$ cat src/rtl/gpio_port8.sv
module gpio_port8 #(
  parameter int W  = 8,
  parameter int AW = 4
) (
  input  logic          clk,
  input  logic          por_n,
  input  logic          mrst_n,
  input  logic          hw_stby,
  input  logic          sw_stby,
  input  logic          bus_wr,
  input  logic          bus_rd,
  input  logic [AW-1:0] bus_addr,
  input  logic [W-1:0]  bus_wdata,
  output logic [W-1:0]  bus_rdata,
  input  logic [W-1:0]  pad_in,
  output logic [W-1:0]  pad_oe,
  output logic [W-1:0]  pad_out,
  output logic [W-1:0]  pad_pu
);
  localparam logic [AW-1:0] OFS_DATA = AW'(0);
  localparam logic [AW-1:0] OFS_PINS = AW'(1);
  localparam logic [AW-1:0] OFS_DIR  = AW'(2);
  localparam logic [AW-1:0] OFS_PULL = AW'(3);

  logic [W-1:0] dout_q, dir_q, pull_q, meta_q, pins_q, rd_mux;
  logic hold, wen;

  assign hold = ~mrst_n | sw_stby;
  assign wen  = bus_wr & ~hold & ~hw_stby;

  always_ff @(posedge clk or negedge por_n) begin
    if (!por_n) begin
      dout_q <= '0;
      dir_q  <= '0;
      pull_q <= '0;
    end else if (hw_stby) begin
      dout_q <= '0;
      dir_q  <= '0;
      pull_q <= '0;
    end else if (wen) begin
      case (bus_addr)
        OFS_DATA: dout_q <= bus_wdata;
        OFS_DIR:  dir_q  <= bus_wdata;
        OFS_PULL: pull_q <= bus_wdata;
        default:  ;
      endcase
    end
  end

  always_ff @(posedge clk or negedge por_n) begin
    if (!por_n) begin
      meta_q <= '0;
      pins_q <= '0;
    end else if (!hold) begin
      meta_q <= pad_in;
      pins_q <= meta_q;
    end
  end

  always_comb begin
    case (bus_addr)
      OFS_DATA: rd_mux = dout_q;
      OFS_PINS: rd_mux = (dir_q & dout_q) | (~dir_q & pins_q);
      OFS_DIR:  rd_mux = dir_q;
      OFS_PULL: rd_mux = pull_q;
      default:  rd_mux = '0;
    endcase
  end

  always_ff @(posedge clk or negedge por_n) begin
    if (!por_n)      bus_rdata <= '0;
    else if (bus_rd) bus_rdata <= rd_mux;
  end

  assign pad_oe  = dir_q;
  assign pad_out = dout_q;
  assign pad_pu  = hw_stby ? '0 : (pull_q & ~dir_q);
endmodule


$ cat config.mk
export PLATFORM = sky130hd
export DESIGN_NAME = gpio_port8
export DESIGN_NICKNAME = d
export VERILOG_FILES = /design/src/rtl/gpio_port8.sv
export SDC_FILE = /design/constraint.sdc
export NUM_CORES = 1
export LEC_CHECK = 0
export BUFFER_PORTS_ARGS = -buffer_cell sky130_fd_sc_hd__buf_4
export CAP_MARGIN = 20
export CORE_MARGIN = 4
export CORE_UTILIZATION = 45
export DETAILED_ROUTE_END_ITERATION = 7
export PLACE_DENSITY = 0.69
export SYNTH_ARGS = -nofsm -noshare
export SYNTH_HDL_FRONTEND = slang
export SYNTH_SLANG_ARGS = --single-unit
$ cat constraint.sdc
create_clock -name clk -period 1.1 [get_ports clk]
set_clock_uncertainty 0.1 [all_clocks]
set_input_delay 0.165 -clock clk [delete_from_list [all_inputs] [get_ports clk]]
set_output_delay 0.165 -clock clk [all_outputs]
set_load 0.05 [all_outputs]
---- Yosys cells after proc, flatten, opt, wreduce, memory -nomap -nowiden ----
Index checks and enable logic that the tools add are counted.
word-level totals
  bits in latches ......................... 0
  ROM bits ................................ 0
  logic and storage cells ................. 39
  bits in registers ....................... 48
  memories kept ........................... 0
  memory bits (writable) .................. 0
operators by class
  add/sub/neg operators ................... 0
  bitwise operators ....................... 11
  multipliers ............................. 0
  magnitude comparators ................... 0
  multiplexer cells ....................... 11
  equality and inequality tests ........... 3
  reductions and logical operators ........ 8
  divide/modulo/power cells ............... 0
  shift operators ......................... 0
operator list
  kind                                           number
  two-way mux 8 bit                              10
  one-hot mux 8 bit (4 select lines)             1
  bitwise AND 8 bit                              3
  == test 4 x 2 -> 1 bit, second input constant  2
  inverter 8 bit                                 1
  bitwise OR 8 bit                               1
  nonzero test 2 bit                             4
  AND reduction 2 bit                            3
  == test 4 x 1 -> 1 bit, second input constant  1
  zero test 4 bit                                1
  inverter 1 bit                                 3
  bitwise AND 1 bit                              2
  bitwise OR 1 bit                               1

---- Depth between registers and ports, before layout ----
  depth in word-level cells ............... 7
  depth in mapped cells ................... 5

---- Worst setup path before layout ----
OpenSTA, ideal clock, no wires.
  path kind ............................... flip-flop to output port
  start point ............................. register dir_q[0], in the netlist pad_oe[0]
  end point ............................... output pad_pu[0]
  stages on the path, launching flop included .. 2
  setup slack ............................. -0.991 ns
  data arrival time ....................... 1.826 ns
  required time ........................... 0.835 ns
  cells stage by stage .................... dfrtp_1 > nor3b_1
between the ends
  cells in the longest elaborated chain, start to end .. 3
RTL lines
  element                 RTL line  source
  start, declared         25        logic [W-1:0] dout_q, dir_q, pull_q, meta_q, pins_q, rd_mux;
  start signal, assigned  43        OFS_DIR: dir_q <= bus_wdata;
  inverter 8 bit          77        assign pad_pu = hw_stby ? '0 : (pull_q & ~dir_q);
  bitwise AND 8 bit       77
  two-way mux 8 bit       77
  end, declared           18        output logic [W-1:0] pad_pu
Every way passes these cells.

---- Worst setup path after layout ----
  start point ............................. register dir_q[6], in the netlist pad_oe[6]
  end point ............................... output pad_pu[6]
The elaborated chain is that of the path after synthesis.

==> summary.txt <==
Status
  • Status: complete, but fails checks
  • Failing checks: negative setup slack

Clocking
  • Clk_lat worst skew: 0.30 ns
  • Inserted Clock Buffers: 5
  • Clk sink count: 48
  • CTS Buffer Depth: 2
  • H-Tree Depth: 2
  • Clock transition at path regs: 0.09 ns
  • Root Buffer: clkbuf_8
  • CTS tree: built

STA
  • Final Hold Fails: 0
  • Max Fclk: between 0.6 and 0.7 GHz
  • Slew @ Worst Pin: roughly 0.44 ns
  • Final Max Slew Viols: 0
  • Period utilization: 1.36
  • Final Setup Violations: 61
  • Worst setup margin: -0.392 ns
  • RSZ-0062 raised after global routing: yes
  • Max-slew headroom: 0.710
  • Post-route minimum period: between 1 and 1.5 ns

Synthesis
  • Yosys warning total: 0
  • Mapped Area: 2380 um^2
  • Mapped Avg Cell Area: around 12 um^2
  • Post-synth top flop: dfrtp_1
  • Leading area contributor after synthesis: dfrtp_1
  • Mapped Cells: 201
  • Asr flop ratio synth: 1.00
  • Area contributors post-synth: dfrtp_1 (50%), mux2i_1 (13%), mux2_2 (7.6%)
  • Yosys top cell area share: 0.505
  • Synth top cells by count: dfrtp_1 (48), mux2i_1 (32), nand2b_1 (24)
  • Most common cell in the synthesized netlist: dfrtp_1
  • Syn_nets: 228
  • Post-synth EDFFs: 0
  • Yosys reg bits: 48
  • Post-synthesis sequential area ratio: 0.505
  • Synth unique cells: 27

Job
  • Maxcap violations: 0

Floorplan
  • Die ar.: ~6500 um^2
  • Die X: 80.7 um
  • Initial Utilization: 0.466
  • Core area: 5110 um^2
  • IO Pins: 59
  • Die H: 80.7 um
  • # rows: 26

Cells and area
  • # diodes: 0
  • Share of the core filled with cells: 0.802
  • Share of layout cells above drive strength 1: 0.563
  • Design area: 4100 um^2
  • P&R area growth vs syn: 72.3%
  • Finished Layout Cells: 402
  • Layout Nets: 358

Placement
  • DP Area: 3360 um^2
  • Final HPWL DP: 4420 um
  • Gp weighted congestion: 0.828
  • PortBufs: between 50 and 60
  • Placed cells: 360

Hold path
  • Min-Delay Path Class: input port to register
  • Hold depth: 3

Global routing
  • Initial antenna violation count: 0
  • Total congestion overflow: 0
  • Tot GR Track Use: 0.245
  • Vias in the first global route: approximately 2300
  • First-pass GRT wire length: 11800 um
  • Largest net degree at the start of global routing: 49

Power
  • Max IR drop VDD: between 1 and 1.5 mV
  • Pleak: ~1.9 nW
  • Pwr Density: ~940 nW/um^2

Critical path
  • Critical path cell sequence: buf_6, nor3b_4, buf_6
  • CP endpoint kind: primary output
  • Worst endpoint data arrival time: 1.23 ns
  • Worst r2r path cells: 4
  • Launching element type of the critical path: register
  • CP max FO: 2
  • Crit path max-delay family: flip-flops
  • Crit path largest cell delay: around 0.43 ns
  • CP Buf/Inv Count: 2
  • Crit path required time: ~0.83 ns
  • Crit-path most repeated cell: buf_6
  • CP Class: register to primary output
  • Critical-path top delay cell: dfrtp_2
  • Crit path depth: 3

Route
  • Pre-antenna DRT Iters: 5
  • Drt initial violations: 139
  • Vias per cell: roughly 5.4
  • DRC: 0
  • WL/cell: between 15 and 20 um
  • Post-route ant nets: 0
  • Vias post-DR: 2185
  • Aggregate routed wire length: ~7300 um
==> power by group <==
part	internal, mW	switching (mW)
combinational	0.458	0.299
sequential	1.88	0.0903
clock	0.512	0.605
total	2.85	0.995
==> flip-flops by register name, indices dropped and copies added (netlist names) <==
signal / cells
pad_out: 8
pad_oe: 8
pins_q: 8
meta_q: 8
pull_q: 8
bus_rdata: 8
==> worst min-delay path: stages <==
cell	delay (ns)
buf_4	0.11
nand3_1	0.06
a21oi_1	0.06
==> cell type report <==
type                       count  area, um^2
clock buffer                   7        86.3
clock inverter                 1        7.51
fill                         298        1010
inverter                       2        7.51
multi-input combinational    141        1350
sequential                    48        1210
tap                           70        87.6
timing repair buffer         133        1350
==> cell families (layout without fill, tap and decap cells) <==
family	count (synthesis)	in the layout	share of synthesized area
AOI/OAI and AO/OA	32	32	0.0884
buffers and inverters	13	143	0.0258
DFF	48	48	0.505
muxes	48	48	0.210
and+or+nand+nor	60	61	0.170
==> placed cells by master (no fill, tap or decap), types with 4 or more instances in the layout <==
cell type / n
buf_4: 60
buf_6: 45
dfrtp_1: 40
mux2i_1: 28
nand2b_1: 24
buf_8: 16
mux2_4: 10
dlygate4sd3_1: 9
nor3b_4: 8
o22ai_1: 8
a221o_1: 8
dfrtp_2: 8
nor2b_1: 7
nand3_1: 7
mux2_2: 6
clkbuf_8: 6
mux2i_2: 4
o21ai_1: 4
a21oi_1: 4
a21oi_2: 4
==> path summary, 6_finish.rpt <==
kind                         startpoint           end  slack, ns
max                           pad_oe[6]     pad_pu[6]      -0.39
min in group asynchronous         por_n     pad_oe[7]       0.25
min                        bus_wdata[2]    pad_out[2]       0.02
max reg2reg                   pad_oe[6]  bus_rdata[6]      -0.33
min reg2reg                   meta_q[6]     pins_q[6]       0.41
max in group asynchronous         por_n     pad_oe[6]       0.40
==> timing repair <==
item / in CTS / in global routing
setup endpoints to repair: 64 / 64
pin swaps: 13 / 6
setup buffers: 23 / 2
endpoints found under the hold margin: 56 / 0
hold buffers: 9 / 0
gates resized for setup: 77 / 19
cloned: 1 / 0
==> per-stage QoR <==
step	TNS [ns]	hold slack, ns	worst slack, ns	power (mW)
2_1_floorplan	-10.94	-0.231	-0.416	2.32
3_3_place_gp	-16.50	0.0537	-0.459	2.66
6_report	-9.18	0.0169	-0.392	3.85
4_1_cts	-8.84	0.0109	-0.404	3.84
5_1_grt	-11.11	0.0221	-0.449	4.02
3_5_place_dp	-16.95	0.0535	-0.477	2.68
==> routing by layer <==
layer	up-vias	GRT usage	wire, um
met3	27	0.0673	439
met5	-	0	0
met1	1082	0.286	2890
met2	84	0.410	3750
li1	992	-	-
met4	0	0.132	262
(Power assumes the default switching activity.)
